[src/rtl/cbl_pkg.sv]
package cbl_pkg;
  localparam int ADDR_W    = 24;
  localparam int LO_W      = 16;
  localparam int HI_W      = ADDR_W - LO_W;
  localparam int WORD_W    = 16;
  localparam int BLK_WORDS = 12;
  localparam int IDX_W     = $clog2(BLK_WORDS);
  localparam int CODE_W    = 3;
  localparam int LEN_W     = 1 << CODE_W;
  localparam int STA_WORDS = 3;
  localparam int FLT_WORDS = 4;

  // word positions inside the block (decoded by the field latch)
  localparam logic [IDX_W-1:0] IX_MODE = IDX_W'(0);
  localparam logic [IDX_W-1:0] IX_STA  = IDX_W'(1);
  localparam logic [IDX_W-1:0] IX_FLT  = IDX_W'(4);
  localparam logic [IDX_W-1:0] IX_RXLO = IDX_W'(8);
  localparam logic [IDX_W-1:0] IX_RXHI = IDX_W'(9);
  localparam logic [IDX_W-1:0] IX_TXLO = IDX_W'(10);
  localparam logic [IDX_W-1:0] IX_TXHI = IDX_W'(11);
  localparam logic [IDX_W-1:0] IX_LAST = IDX_W'(BLK_WORDS - 1);

  function automatic logic [ADDR_W-1:0] block_base(input logic [LO_W-1:0] lo,
                                                   input logic [HI_W-1:0] hi);
    return {hi, lo};
  endfunction

  function automatic logic [ADDR_W-1:0] word_addr(input logic [ADDR_W-1:0] base,
                                                  input logic [IDX_W-1:0] idx);
    return base + ADDR_W'({idx, 1'b0});
  endfunction

  function automatic logic [LEN_W-1:0] ring_count(input logic [CODE_W-1:0] code);
    return LEN_W'(1) << code;
  endfunction

  function automatic logic mode_tx_en(input logic [WORD_W-1:0] m);
    return !m[1];
  endfunction

  function automatic logic mode_rx_en(input logic [WORD_W-1:0] m);
    return !m[0];
  endfunction
endpackage

[src/rtl/cbl_fetch.sv]
module cbl_fetch
  import cbl_pkg::*;
(
  input  logic              clk,
  input  logic              rst_n,
  input  logic              init_req,
  input  logic [LO_W-1:0]   base_lo,
  input  logic [HI_W-1:0]   base_hi,
  input  logic              rd_valid,
  output logic              rd_req,
  output logic [ADDR_W-1:0] rd_addr,
  output logic              busy,
  output logic              misalign,
  output logic              word_cap,
  output logic [IDX_W-1:0]  cap_idx,
  output logic              last_cap,
  output logic              done
);
  logic              fetching;
  logic              init_prev;
  logic              misalign_q;
  logic              done_q;
  logic [IDX_W-1:0]  idx;
  logic [ADDR_W-1:0] base_q;
  logic              init_rise;
  logic              start;

  assign init_rise = init_req & ~init_prev;
  assign start     = init_rise & ~fetching;
  assign word_cap  = fetching & rd_valid;
  assign last_cap  = word_cap & (idx == IX_LAST);
  assign cap_idx   = idx;

  always_ff @(posedge clk or negedge rst_n) begin
    if (!rst_n) begin
      fetching   <= 1'b0;
      init_prev  <= 1'b0;
      misalign_q <= 1'b0;
      done_q     <= 1'b0;
      idx        <= '0;
      base_q     <= '0;
    end else begin
      init_prev <= init_req;
      done_q    <= last_cap;
      if (start) begin
        fetching   <= 1'b1;
        idx        <= '0;
        base_q     <= block_base(base_lo, base_hi);
        misalign_q <= base_lo[0];
      end else if (word_cap) begin
        if (last_cap) fetching <= 1'b0;
        else          idx      <= idx + IDX_W'(1);
      end
    end
  end

  assign rd_req   = fetching;
  assign rd_addr  = word_addr(base_q, idx);
  assign busy     = fetching;
  assign misalign = misalign_q;
  assign done     = done_q;

  assert_addr_hold_R3: assert property (@(posedge clk) disable iff (!rst_n)
    (rd_req && !rd_valid) |=> (rd_req && $stable(rd_addr)));

  assert_addr_step_R2: assert property (@(posedge clk) disable iff (!rst_n)
    (word_cap && !last_cap) |=> (rd_addr == $past(rd_addr) + ADDR_W'(2)));

  assert_misalign_R8: assert property (@(posedge clk) disable iff (!rst_n)
    $rose(busy) |-> (misalign == $past(base_lo[0])));

  assert_done_after_last_R6: assert property (@(posedge clk) disable iff (!rst_n)
    done |-> (!busy && $past(last_cap)));
endmodule

[src/rtl/cbl_fields.sv]
module cbl_fields
  import cbl_pkg::*;
(
  input  logic                          clk,
  input  logic                          rst_n,
  input  logic                          word_cap,
  input  logic                          last_cap,
  input  logic [IDX_W-1:0]              cap_idx,
  input  logic [WORD_W-1:0]             rd_data,
  output logic [WORD_W-1:0]             mode_word,
  output logic [STA_WORDS*WORD_W-1:0]   station_addr,
  output logic [FLT_WORDS*WORD_W-1:0]   addr_filter,
  output logic [ADDR_W-1:0]             rx_ring_base,
  output logic [LEN_W-1:0]              rx_ring_len,
  output logic [ADDR_W-1:0]             tx_ring_base,
  output logic [LEN_W-1:0]              tx_ring_len,
  output logic                          tx_on,
  output logic                          rx_on
);
  logic [WORD_W-1:0] mode_q;
  logic [WORD_W-1:0] sta_w [STA_WORDS];
  logic [WORD_W-1:0] flt_w [FLT_WORDS];
  logic [LO_W-1:0]   rx_lo, tx_lo;
  logic [HI_W-1:0]   rx_hi, tx_hi;
  logic [CODE_W-1:0] rx_code, tx_code;
  logic              tx_q, rx_q;

  always_ff @(posedge clk or negedge rst_n) begin
    if (!rst_n) begin
      mode_q  <= '0;
      rx_lo   <= '0;
      rx_hi   <= '0;
      rx_code <= '0;
      tx_lo   <= '0;
      tx_hi   <= '0;
      tx_code <= '0;
      tx_q    <= 1'b0;
      rx_q    <= 1'b0;
    end else begin
      if (word_cap) begin
        case (cap_idx)
          IX_MODE: mode_q <= rd_data;
          IX_RXLO: rx_lo  <= rd_data;
          IX_RXHI: begin
            rx_hi   <= rd_data[HI_W-1:0];
            rx_code <= rd_data[WORD_W-1 -: CODE_W];
          end
          IX_TXLO: tx_lo  <= rd_data;
          IX_TXHI: begin
            tx_hi   <= rd_data[HI_W-1:0];
            tx_code <= rd_data[WORD_W-1 -: CODE_W];
          end
          default: ;
        endcase
      end
      if (last_cap) begin
        tx_q <= mode_tx_en(mode_q);
        rx_q <= mode_rx_en(mode_q);
      end
    end
  end

  for (genvar g = 0; g < STA_WORDS; g++) begin : g_sta
    localparam logic [IDX_W-1:0] MY_IX = IX_STA + IDX_W'(g);
    always_ff @(posedge clk or negedge rst_n) begin
      if (!rst_n)                          sta_w[g] <= '0;
      else if (word_cap && cap_idx == MY_IX) sta_w[g] <= rd_data;
    end
    assign station_addr[g*WORD_W +: WORD_W] = sta_w[g];
  end

  for (genvar g = 0; g < FLT_WORDS; g++) begin : g_flt
    localparam logic [IDX_W-1:0] MY_IX = IX_FLT + IDX_W'(g);
    always_ff @(posedge clk or negedge rst_n) begin
      if (!rst_n)                          flt_w[g] <= '0;
      else if (word_cap && cap_idx == MY_IX) flt_w[g] <= rd_data;
    end
    assign addr_filter[g*WORD_W +: WORD_W] = flt_w[g];
  end

  assign mode_word    = mode_q;
  assign rx_ring_base = block_base(rx_lo, rx_hi);
  assign tx_ring_base = block_base(tx_lo, tx_hi);
  assign rx_ring_len  = ring_count(rx_code);
  assign tx_ring_len  = ring_count(tx_code);
  assign tx_on        = tx_q;
  assign rx_on        = rx_q;

  assert_on_hold_R7: assert property (@(posedge clk) disable iff (!rst_n)
    !last_cap |=> ($stable(tx_on) && $stable(rx_on)));
endmodule

[src/rtl/init_block_loader.sv]
module init_block_loader
  import cbl_pkg::*;
(
  input  logic        clk,
  input  logic        rst_n,
  input  logic        init_req,
  input  logic [15:0] base_lo,
  input  logic [7:0]  base_hi,
  output logic        busy,
  output logic        misalign,
  output logic        rd_req,
  output logic [23:0] rd_addr,
  input  logic        rd_valid,
  input  logic [15:0] rd_data,
  output logic        done,
  output logic        tx_on,
  output logic        rx_on,
  output logic [15:0] mode_word,
  output logic [47:0] station_addr,
  output logic [63:0] addr_filter,
  output logic [23:0] rx_ring_base,
  output logic [7:0]  rx_ring_len,
  output logic [23:0] tx_ring_base,
  output logic [7:0]  tx_ring_len
);
  logic             word_cap;
  logic             last_cap;
  logic [IDX_W-1:0] cap_idx;

  cbl_fetch u_fetch (
    .clk      (clk),
    .rst_n    (rst_n),
    .init_req (init_req),
    .base_lo  (base_lo),
    .base_hi  (base_hi),
    .rd_valid (rd_valid),
    .rd_req   (rd_req),
    .rd_addr  (rd_addr),
    .busy     (busy),
    .misalign (misalign),
    .word_cap (word_cap),
    .cap_idx  (cap_idx),
    .last_cap (last_cap),
    .done     (done)
  );

  cbl_fields u_fields (
    .clk          (clk),
    .rst_n        (rst_n),
    .word_cap     (word_cap),
    .last_cap     (last_cap),
    .cap_idx      (cap_idx),
    .rd_data      (rd_data),
    .mode_word    (mode_word),
    .station_addr (station_addr),
    .addr_filter  (addr_filter),
    .rx_ring_base (rx_ring_base),
    .rx_ring_len  (rx_ring_len),
    .tx_ring_base (tx_ring_base),
    .tx_ring_len  (tx_ring_len),
    .tx_on        (tx_on),
    .rx_on        (rx_on)
  );

  assert_enables_at_done_R7: assert property (@(posedge clk) disable iff (!rst_n)
    done |-> (tx_on == !mode_word[1] && rx_on == !mode_word[0]));

  assert_single_done_R6: assert property (@(posedge clk) disable iff (!rst_n)
    done |=> !done);

  assert_no_restart_R1: assert property (@(posedge clk) disable iff (!rst_n)
    (done && init_req) |=> !busy);
endmodule

[config.mk]
export PLATFORM = sky130hd
export DESIGN_NAME = init_block_loader
export DESIGN_NICKNAME = d
export VERILOG_FILES = /design/src/rtl/cbl_pkg.sv /design/src/rtl/cbl_fetch.sv /design/src/rtl/cbl_fields.sv /design/src/rtl/init_block_loader.sv
export SDC_FILE = /design/constraint.sdc
export NUM_CORES = 1
export LEC_CHECK = 0
export BUFFER_PORTS_ARGS = -buffer_cell sky130_fd_sc_hd__buf_2
export CAP_MARGIN = 20
export CORE_UTILIZATION = 56
export CTS_BUF_LIST = sky130_fd_sc_hd__clkbuf_8 sky130_fd_sc_hd__clkbuf_16
export DETAILED_ROUTE_END_ITERATION = 10
export PLACE_DENSITY = 0.94
export SLEW_MARGIN = 5
export SYNTH_ARGS = -nofsm -noshare
export SYNTH_HDL_FRONTEND = slang
export SYNTH_SLANG_ARGS = --single-unit
[constraint.sdc]
create_clock -name clk -period 3.6 [get_ports clk]
set_input_delay 0.72 -clock clk [delete_from_list [all_inputs] [get_ports clk]]
set_output_delay 0.72 -clock clk [all_outputs]
set_load 0.02 [all_outputs]
# --- Word level (Yosys, flattened, before mapping) ---
# Index checks and enable logic that the tools add are counted.
op_classes:
  addsub: 2
  n_bitwise: 6
  n_eq_ne: 12
  n_reduce_logical: 19
  shifts: 2
  mux: 6
ops:
  columns: ["op", "count"]
  rows:
  - ["24-bit by 5-bit adder with 24-bit output", 1]
  - ["4-bit by 3-bit == test with 1-bit output, second input constant", 4]
  - ["4-bit == test, second input constant", 4]
  - ["1-bit by 3-bit << shifter with 8-bit output, first input constant", 2]
  - ["2-bit AND reduction", 7]
  - ["4-bit two-way mux", 3]
  - ["4-bit by 2-bit == test with 1-bit output, second input constant", 2]
  - ["1-bit logical AND", 7]
  - ["4-bit by 1-bit adder with 4-bit output, second input constant", 1]
  - ["1-bit AND", 4]
  - ["4-bit by 1-bit == test with 1-bit output, second input constant", 1]
  - ["4-bit zero test", 1]
  - ["2-bit nonzero test", 2]
  - ["1-bit two-way mux", 3]
  - ["1-bit zero test", 2]
  - ["2-bit != test, second input constant", 1]
  - ["1-bit NOT", 2]
totals:
  elab_cells: 69
  reg_bits: 216

# --- Longest topological paths before layout ---
# Gate-level depths: netlist of the first run.
logic_depth:
  depth_word: 5
  ltp_mapped: 6
  mapped_depth_nobuf: 6

# --- Hierarchy ---
# A second synthesis of the first run with hierarchy kept.
unflattened:
  hier_cells: 590
  area_unflattened_um2: 8968.6
modules_own_cells:
  columns: ["mod", "area_per_inst_um2", "cells_each", "instances", "seq_area_each_um2"]
  rows:
  - ["cbl_fields", 7208.2, 441, 1, 4604.4]
  - ["cbl_fetch", 1760.4, 149, 1, 775.7]

# --- Least setup slack after synthesis of the first run ---
# No wires, ideal clock.
synth_timing:
  path_type: "register to output"
  from: "reg u_fetch.idx[0] (netlist: u_fetch.cap_idx[0])"
  to: "out rd_addr[7]"
  path_buffers: 0
  path_stages_with_launch: 7
  required_ps: 2880
  t_arrival_ps: 1880
  slack_ps: 1000
  path_cell_list: "dfrtp_1 -> ha_1 -> fa_1 -> nand3_1 -> nand2_1 -> and3_1 -> xor2_1"
synth_via:
  elab_chain_cells: 1
synth_lines:
  columns: ["item", "line_no", "text"]
  rows:
  - ["start: declaration", "cbl_fetch.sv:23", "logic [IDX_W-1:0] idx;"]
  - ["start signal: assignment", "cbl_fetch.sv:52", "else idx <= idx + IDX_W'(1);"]
  - ["24-bit by 5-bit adder with 24-bit output", "cbl_pkg.sv:30", "return base + ADDR_W'({idx, 1'b0});"]
  - ["end: declaration", "init_block_loader.sv:12", "output logic [23:0] rd_addr,"]
# No other way between the ends.

# --- Final worst setup path of the first run ---
layout_timing:
  from: "reg u_fetch.idx[3] (netlist: u_fetch.cap_idx[3])"
  to: "out rd_addr[22]"
# The elaborated chain is that of the path after synthesis.

==> impl_metrics.py, run 1 <==
metrics = {
    "outcome": {
        "status": "completed",
    },
    "drt": {
        "viasPerCell": 5.48,
        "drtAntennaViolNets": 0,
        "drcViolationCount": 0,
        "dr.pass1.iters": 4,
        "drt_wl_total_mm": 21.7,
        "drt_iter0_drc": 269,
        "routedWlPerCell_um": 20.4,
        "vias": 5841,
    },
    "yosys": {
        "syn_nets": 633,
        "synthArstFlopShare_pct": 100,
        "synth.distinct_cells": 34,
        "synth_warnings": 0,
        "ys.flop_type": "dfrtp_1",
        "seq_area_frac_synth_pct": 60.5,
        "avgSynthCellArea_sq_um": 15.3,
        "synth_edf_count": 0,
        "syn-instance-count": 580,
        "yosys.area.top_type": "dfrtp_1",
        "yosysTopAreaCellShare_pct": 60.5,
        "syn_area_sq_um": 8900,
        "synth_common_cells": "215 x dfrtp_1, 171 x mux2_2, 34 x mux2_4",
        "ys_ff_latch": 215,
        "synth_top_cells_by_area": "dfrtp_1 60%, mux2_2 22%, mux2_4 5.7%",
        "synth_most_common_cell": "dfrtp_1",
    },
    "setup_path": {
        "start_kind": "flip-flop",
        "worst-r2r-cell-count": 3,
        "critPathArrivalTime_ns": 2.68,
        "end_kind": "output pin",
        "criticalPathCategory": "reg2out",
        "slowest_delay_ns": 0.60,
        "r2r-start": "u_fetch.busy",
        "rr_endpoint": "u_fields.rx_hi[4]",
        "required_ns": 2.88,
        "r2r_slack_ns": 1.45,
        "path_cells": "ha_1 -> o21ai_0 -> o21bai_1 -> nand3_1 -> xnor2_1 -> buf_2",
        "slowest_stage": "o21bai_1",
        "worstPathMaxFanout": 9,
    },
    "clock_network": {
        "numCtsBuffers": 23,
        "clock_latency_ns": 0.49,
        "cts.path.max_buffers": 3,
        "clkTransAtPathRegs_ns": 0.06,
        "ctsHtreeMaxLevel": 1,
        "root_buffer": "clkbuf_16",
        "cts_sinks": 215,
        "cts_resized": 0,
        "cts_tree": "yes",
        "cts_setup_buffers": 0,
        "cts_hold_buf": 0,
    },
    "floorplanning": {
        "die_h_um": 128,
        "core_area_sq_um": 15400,
        "fp.dieArea_sq_um": 16400,
        "dieWidth_um": 128,
        "start_util_pct": 57.9,
        "io_pins": 266,
        "num_rows": 45,
    },
    "sta": {
        "drv_slew": 0,
        "min_period_over_period_pct": 94.4,
        "whs_ns": 0.294,
        "worstMarginPinSlew_ns": 0.773,
        "fin_crit_ns": 3.40,
        "rsz0062_at_grt": "false",
        "fmax_ghz": 0.294,
        "relSlewSlack_pct": 48.2,
        "fin_ws_ns": 0.200,
        "finalHoldViolCount": 0,
        "tns_ns": 0,
        "worst_clock_skew_ns": 0.00771,
        "setup_violations": 0,
    },
    "power": {
        "comb_power_share_pct": 43.6,
        "swShare_pct": 39.7,
        "power.share.sequential_pct": 36.6,
        "p_leak_nw": 5.81,
        "p_int_w": 0.00716,
        "ir_drop_v": 0.000824,
        "p_per_area_nw_per_um2": 1070,
        "power_switching_w": 0.00472,
        "power_frac_clock_pct": 19.8,
    },
    "global_route": {
        "grt_usage_pct": 26.9,
        "grt_pass1_wl_mm": 33.7,
        "grt_max_degree": 92,
        "first_global_vias": 6141,
        "gr-total-overflow": 0,
        "antenna_found_initial": 0,
    },
    "placed_design": {
        "place_congestion": 0.806,
        "hpwl_mm": 15.0,
        "pre_cts_ws_ns": 0.742,
        "port_buffers": 265,
    },
    "hold_path": {
        "min_path_type": "in2async",
    },
    "layout": {
        "drive_gt1_share_pct": 61.3,
        "seqCellArea_sq_um": 5380,
        "fill_cells": 997,
        "nNetsFinal": 892,
        "multi_input_area_sq_um": 3310,
        "num_antenna_cells": 0,
        "syn_to_final_growth_pct": 25.0,
    },
    "flow_run": {
        "drv_cap": 0,
    },
}
## how the worst max path moves through the flow
stage | start | endpoint | slack [ns] | cells after the start
after floorplan | u_fetch.cap_idx[0] | rd_addr[7] | 1.0 | 6
after global placement | u_fetch.cap_idx[0] | rd_addr[7] | 0.86 | 7
after detailed placement | u_fetch.cap_idx[3] | rd_addr[10] | 0.74 | 6
after CTS | u_fetch.cap_idx[3] | rd_addr[10] | 0.17 | 6
after global routing | u_fetch.cap_idx[3] | rd_addr[22] | 0.02 | 6
final | u_fetch.cap_idx[3] | rd_addr[22] | 0.20 | 6
## stage by stage
step	power (W)	std cells	util, %	instance area, sq um
final	0.0119	1066	72.4	11100
after detailed placement	0.00953	1025	67.4	10400
after floorplan	0.00767	580	-	8900
after CTS	0.0119	1066	72.4	11100
after global routing	0.0124	1066	72.4	11100
after global placement	0.00928	1025	67.4	10400
## kinds of logic after synthesis
family,Yosys count,share of synthesized area (%)
flip-flops,215,60.5
multiplexers,206,27.5
AND/OR/NAND/NOR,76,5.29
buffers and inverters,39,2.38
XOR/XNOR,23,2.26
AO/OA/AOI/OAI,12,0.787
adder cells (fa/ha/maj),9,1.35
## cell usage in the layout (no fill, tap or decap), drive strengths merged, types with 3 or more instances in the layout
master / instances
nor3b: 7
nor3: 5
dfrtp: 215
ha: 8
o21ai: 4
nor2: 7
buf: 268
xnor2: 20
bufinv: 3
and3b: 4
nand4: 7
xor2: 3
mux2: 205
nand3: 10
clkbuf: 27
inv: 10
clkinv: 6
a21oi: 4
nand2: 25
and3: 8
## layout make-up
cell class	count	share of cell area (%)
Sequential cell	215	48.4
Multi-Input combinational cell	326	29.8
Timing Repair Buffer	269	12.5
Clock buffer	26	5.54
Tap cell	211	2.37
Clock inverter	15	1.32
Inverter	4	0.135
## power by group through the flow
stage                     registers, W  clock network (W)  logic (W)
after floorplan                0.00544                  0    0.00223
after CTS                      0.00434            0.00239    0.00521
after global placement         0.00426                  0    0.00502
after detailed placement       0.00436                  0    0.00517
after global routing           0.00449            0.00247    0.00547
final                          0.00435            0.00235    0.00518
## state kept, by name (all words and copies together), names as in the netlist, 3 cells and up
signal                 flops
u_fetch.base_q            24
u_fields.tx_lo            16
u_fields.mode_word        16
u_fields.tx_code           3
u_fetch.cap_idx            4
u_fields.rx_code           3
u_fields.rx_lo            16
u_fields.station_addr     48
u_fields.rx_hi             8
u_fields.addr_filter      64
u_fields.tx_hi             8
## metal layers
metal  vias to the layer above  global-route usage [%]  routed length (um)
met4                         0                    7.61                 519
li1                       2561                       -                   -
met3                        42                    5.51                1270
met2                       248                    47.2               11000
met1                      2990                    33.7                8880
met5                         -                       0                   0
## worst max-delay path: cells and delay by family (launching register included)
kind	cells	cell delay (ns)
buf+inv	1	0.19
xor+xnor	1	0.20
flops	1	0.47
fa+ha+maj	1	0.42
simple gates	1	0.20
compound gates	2	0.72
Power figures use the tool's default switching activity.
==> run 2, diff against run 1 <==
CORE_ASPECT_RATIO = 0.75   (was unset)
TNS_END_PERCENT = 50   (was unset)
==> run 2 against run 1 <==
  * Global-route usage grew 0.069 points
  * Sequential power is essentially flat
  * Sequential share of layout area grew 0.19 points
  * Combinational power is essentially flat
==> impl_metrics.py, run 2 (synthesis results as in run 1) <==
metrics = {
    "drt": {
        "drtAntennaViolNets": 0,
        "dr.pass1.iters": 4,
        "drcViolationCount": 0,
        "drt_wl_total_mm": 21.8,
        "viasPerCell": 5.50,
        "drt_iter0_drc": 224,
        "vias": 5806,
        "routedWlPerCell_um": 20.6,
    },
    "power": {
        "comb_power_share_pct": 43.8,
        "p_leak_nw": 5.78,
        "p_per_area_nw_per_um2": 1060,
        "swShare_pct": 39.7,
        "power.share.sequential_pct": 37.0,
        "power_switching_w": 0.00467,
        "p_int_w": 0.00710,
        "power_frac_clock_pct": 19.2,
        "ir_drop_v": 0.000719,
    },
    "global_route": {
        "grt_usage_pct": 26.9,
        "grt_max_degree": 100,
        "gr-total-overflow": 0,
        "antenna_found_initial": 0,
        "first_global_vias": 5983,
        "grt_pass1_wl_mm": 33.9,
    },
    "clock_network": {
        "cts_resized": 0,
        "clkTransAtPathRegs_ns": 0.06,
        "cts.path.max_buffers": 3,
        "cts_sinks": 215,
        "clock_latency_ns": 0.48,
        "numCtsBuffers": 21,
        "root_buffer": "clkbuf_16",
        "cts_tree": "yes",
        "ctsHtreeMaxLevel": 1,
        "cts_hold_buf": 0,
        "cts_setup_buffers": 0,
    },
    "sta": {
        "setup_violations": 0,
        "relSlewSlack_pct": 38.3,
        "worstMarginPinSlew_ns": 0.921,
        "finalHoldViolCount": 0,
        "rsz0062_at_grt": "false",
        "fin_crit_ns": 3.32,
        "min_period_over_period_pct": 92.1,
        "fin_ws_ns": 0.284,
        "tns_ns": 0,
        "drv_slew": 0,
        "whs_ns": 0.316,
        "worst_clock_skew_ns": 0.00651,
        "fmax_ghz": 0.302,
    },
    "layout": {
        "syn_to_final_growth_pct": 24.5,
        "seqCellArea_sq_um": 5380,
        "multi_input_area_sq_um": 3310,
        "drive_gt1_share_pct": 61.4,
        "final_common_cell": "buf_2",
        "num_antenna_cells": 0,
        "nNetsFinal": 890,
        "fill_cells": 1040,
        "largest_register_ffs": 64,
        "most-common-layout-cells": "264 x buf_2, 215 x dfrtp_1, 171 x mux2_2, 34 x mux2_4, 21 x clkbuf_16",
    },
    "placed_design": {
        "place_congestion": 0.842,
        "hpwl_mm": 14.8,
        "port_buffers": 265,
        "pre_cts_ws_ns": 0.834,
    },
    "setup_path": {
        "start_kind": "flip-flop",
        "end_kind": "output pin",
        "slowest_stage": "o21bai_1",
        "slowest_delay_ns": 0.55,
        "path_cells": "ha_1 -> o21ai_0 -> o21bai_1 -> nand3_1 -> xnor2_1 -> buf_2",
        "worstPathMaxFanout": 9,
        "criticalPathCategory": "reg2out",
        "required_ns": 2.88,
        "critPathArrivalTime_ns": 2.60,
    },
    "floorplanning": {
        "start_util_pct": 57.9,
        "fp.dieArea_sq_um": 16400,
        "dieWidth_um": 148,
        "die_h_um": 111,
        "core_area_sq_um": 15400,
        "num_rows": 39,
        "io_pins": 266,
    },
    "outcome": {
        "status": "completed",
    },
    "hold_path": {
        "min_path_type": "in2async",
    },
    "flow_run": {
        "drv_cap": 0,
    },
}
==> run 2: worst paths after layout <==
kind	startpoint	end	slack [ns]	cells past startpoint
worst max register to register	u_fetch.cap_idx[3]	u_fields.rx_code[2]	1.45	3
min in group clk	init_req	u_fetch.init_prev	0.35	1
max in group asynchronous	rst_n	u_fields.tx_lo[0]	2.48	2
worst min register to register	u_fields.station_addr[13]	u_fields.station_addr[13]	0.50	1
worst min-delay path	rst_n	u_fields.addr_filter[37]	0.32	1
worst max-delay path	u_fetch.cap_idx[3]	rd_addr[10]	0.28	6
==> run 2: per-stage QoR <==
step	std cells	util (%)	total power (W)	area, sq um
floorplan	580	-	0.00767	8900
global placement	1019	67.4	0.00928	10400
detailed placement	1019	67.4	0.00952	10400
CTS	1055	72.1	0.0118	11100
global route	1055	72.1	0.0123	11100
finish	1055	72.1	0.0118	11100
==> run 2: per-layer routing <==
layer  global-route usage, %  share of wire (%)
met1                    35.4                 43
met2                    45.6                 49
met3                    6.05                6.5
met4                    6.19                1.8
met5                       0                  0
==> run 2: layout make-up <==
type                            instances  share of cell area (%)
Clock inverter                         10                    1.10
Timing Repair Buffer                  269                    12.7
Sequential cell                       215                    48.5
Tap cell                              205                    2.31
Clock buffer                           26                    5.36
Inverter                                4                   0.135
Multi-Input combinational cell        326                    29.9
==> run 2: worst max-delay path, delay by kind of cell (launching register included) <==
| kind | cells | cell delay (ns) |
|---|---|---|
| compound gates | 2 | 0.65 |
| xor+xnor | 1 | 0.19 |
| fa+ha+maj | 1 | 0.40 |
| buf+inv | 1 | 0.18 |
| flops | 1 | 0.48 |
| simple gates | 1 | 0.21 |
==> run 2: power groups by stage <==
stage          Sequential (W)  Clock [W]  Combinational [W]
2_1_floorplan         0.00544          0            0.00223
3_3_place_gp          0.00426          0            0.00501
3_5_place_dp          0.00436          0            0.00516
4_1_cts               0.00434    0.00229            0.00520
5_1_grt               0.00449    0.00239            0.00544
6_report              0.00436    0.00226            0.00515
==> run 3, diff against run 2 <==
CAP_MARGIN = unset   (was 20)
CORE_UTILIZATION = 47   (was 56)
PLACE_DENSITY = 0.85   (was 0.94)
clock period = 2.95 ns   (was 3.6 ns; I/O delays follow)
==> run 3 against run 2 <==
  * Critical path depth up 1
  * Worst hold slack worse by 0.19 ns
  * Combinational power up 24%
  * Global-route usage down 4.3 points
  * Cell area up 1.6%
  * Sequential power up 22%
  * Clock power up 29%
  * Sequential cell count unchanged
  * Highest routed layer unchanged
==> impl_metrics.py, run 3 (synthesis results as in run 1) <==
metrics = {
    "outcome": {
        "status": "completed",
    },
    "global_route": {
        "gr-total-overflow": 0,
        "grt_pass1_wl_mm": 34.0,
        "antenna_found_initial": 1,
        "first_global_vias": 5883,
        "grt_max_degree": 79,
        "grt_usage_pct": 22.6,
    },
    "drt": {
        "vias": 5761,
        "viasPerCell": 5.23,
        "drtAntennaViolNets": 0,
        "dr.pass1.iters": 4,
        "drt_wl_total_mm": 22.1,
        "routedWlPerCell_um": 20.0,
        "drcViolationCount": 0,
        "drt_iter0_drc": 252,
    },
    "setup_path": {
        "slowest_stage": "dfrtp_1",
        "end_kind": "output pin",
        "worstPathMaxFanout": 9,
        "path_cells": "ha_4 -> o21ai_0 -> o21bai_1 -> buf_4 -> nand4_1 -> xnor2_1 -> buf_2",
        "criticalPathCategory": "reg2out",
        "slowest_delay_ns": 0.50,
        "critPathArrivalTime_ns": 2.29,
        "crit_buf_inv": 2,
        "start_kind": "flip-flop",
        "cp_top_family": "flip-flops",
        "r2r_slack_ns": 1.03,
        "required_ns": 2.36,
    },
    "layout": {
        "num_antenna_cells": 0,
        "final_common_cell": "buf_2",
        "most-common-layout-cells": "263 x buf_2, 214 x dfrtp_1, 171 x mux2_2, 34 x mux2_4, 21 x clkbuf_16",
        "nNetsFinal": 893,
        "final_area_sq_um": 11300,
        "largest_register_ffs": 64,
        "drive_gt1_share_pct": 62.7,
        "syn_to_final_growth_pct": 26.5,
    },
    "floorplanning": {
        "start_util_pct": 48.1,
        "num_rows": 43,
        "die_h_um": 121,
        "dieWidth_um": 161,
        "core_area_sq_um": 18500,
        "fp.dieArea_sq_um": 19500,
        "io_pins": 266,
    },
    "sta": {
        "min_period_over_period_pct": 97.8,
        "rsz0062_at_grt": "false",
        "worstMarginPinSlew_ns": 0.620,
        "drv_slew": 0,
        "fmax_ghz": 0.347,
        "finalHoldViolCount": 0,
        "fin_crit_ns": 2.88,
        "setup_violations": 0,
        "worst_clock_skew_ns": 0.00460,
        "tns_ns": 0,
        "relSlewSlack_pct": 58.5,
    },
    "clock_network": {
        "cts_sinks": 215,
        "cts.path.max_buffers": 3,
        "cts_hold_buf": 0,
        "clock_latency_ns": 0.49,
        "root_buffer": "clkbuf_16",
        "numCtsBuffers": 21,
        "cts_tree": "yes",
        "clkTransAtPathRegs_ns": 0.06,
        "ctsHtreeMaxLevel": 1,
    },
    "flow_run": {
        "drv_cap": 0,
    },
    "power": {
        "finalPower_w": 0.0146,
        "p_per_area_nw_per_um2": 1300,
        "p_leak_nw": 5.82,
        "ir_drop_v": 0.000821,
    },
    "placed_design": {
        "place_congestion": 0.857,
        "placed_cell_area_sq_um": 10400,
        "port_buffers": 265,
        "hpwl_mm": 14.9,
    },
    "hold_path": {
        "min_path_type": "in2async",
    },
}
-- run 3: through the flow --
stage | util [%] | hold WS [ns] | std cells | setup WS (ns)
floorplan | - | 0.294 | 580 | 0.480
global placement | 56.3 | 0.459 | 1063 | 0.354
detailed placement | 56.3 | 0.465 | 1063 | 0.305
CTS | 60.6 | 0.139 | 1102 | 0.00928
global route | 60.8 | 0.164 | 1102 | 0.00957
finish | 60.8 | 0.131 | 1102 | 0.0661
-- run 3: path summary, 6_finish.rpt --
path / start / end / depth (start not counted)
setup / recovery: u_fetch.cap_idx[3] / rd_addr[8] / 7
hold / removal: rst_n / u_fields.tx_lo[3] / 1
setup reg to reg: u_fetch.busy / u_fields.mode_word[14] / 4
hold reg to reg: u_fields.rx_on / u_fields.rx_on / 2
max in group asynchronous: rst_n / u_fields.station_addr[36] / 2
min in group clk: init_req / u_fetch.init_prev / 1
-- run 3: where the power goes --
group | total, W | internal [W] | switching (W)
sequential | 0.00532 | 0.00435 | 0.000970
clock | 0.00291 | 0.00182 | 0.00109
combinational | 0.00638 | 0.00271 | 0.00367
-- run 3: timing repair --
item | 4_1_cts | 5_1_grt
resized for setup | 4 | 7
endpoints found under the hold margin | 0 | 0
endpoints found under the setup margin | 9 | 5
buffers inserted | 1 | 0
-- run 3: layer usage --
layer / part of all wire, % / wire, um / GRT usage (%)
met5: 0 / 0 / 0
met2: 47 / 10400 / 37.2
met1: 45 / 9910 / 30.8
met4: 1.7 / 372 / 4.89
met3: 6.3 / 1400 / 5.02
-- run 3: cell type report --
class	count	area (sq um)
flip-flops and latches	215	5380
clock inverters	7	111
clock buffers	31	663
repair buffers	272	1420
well taps	247	309
inverters	4	15.0
multi-input cells	326	3370
fillers	1455	7250
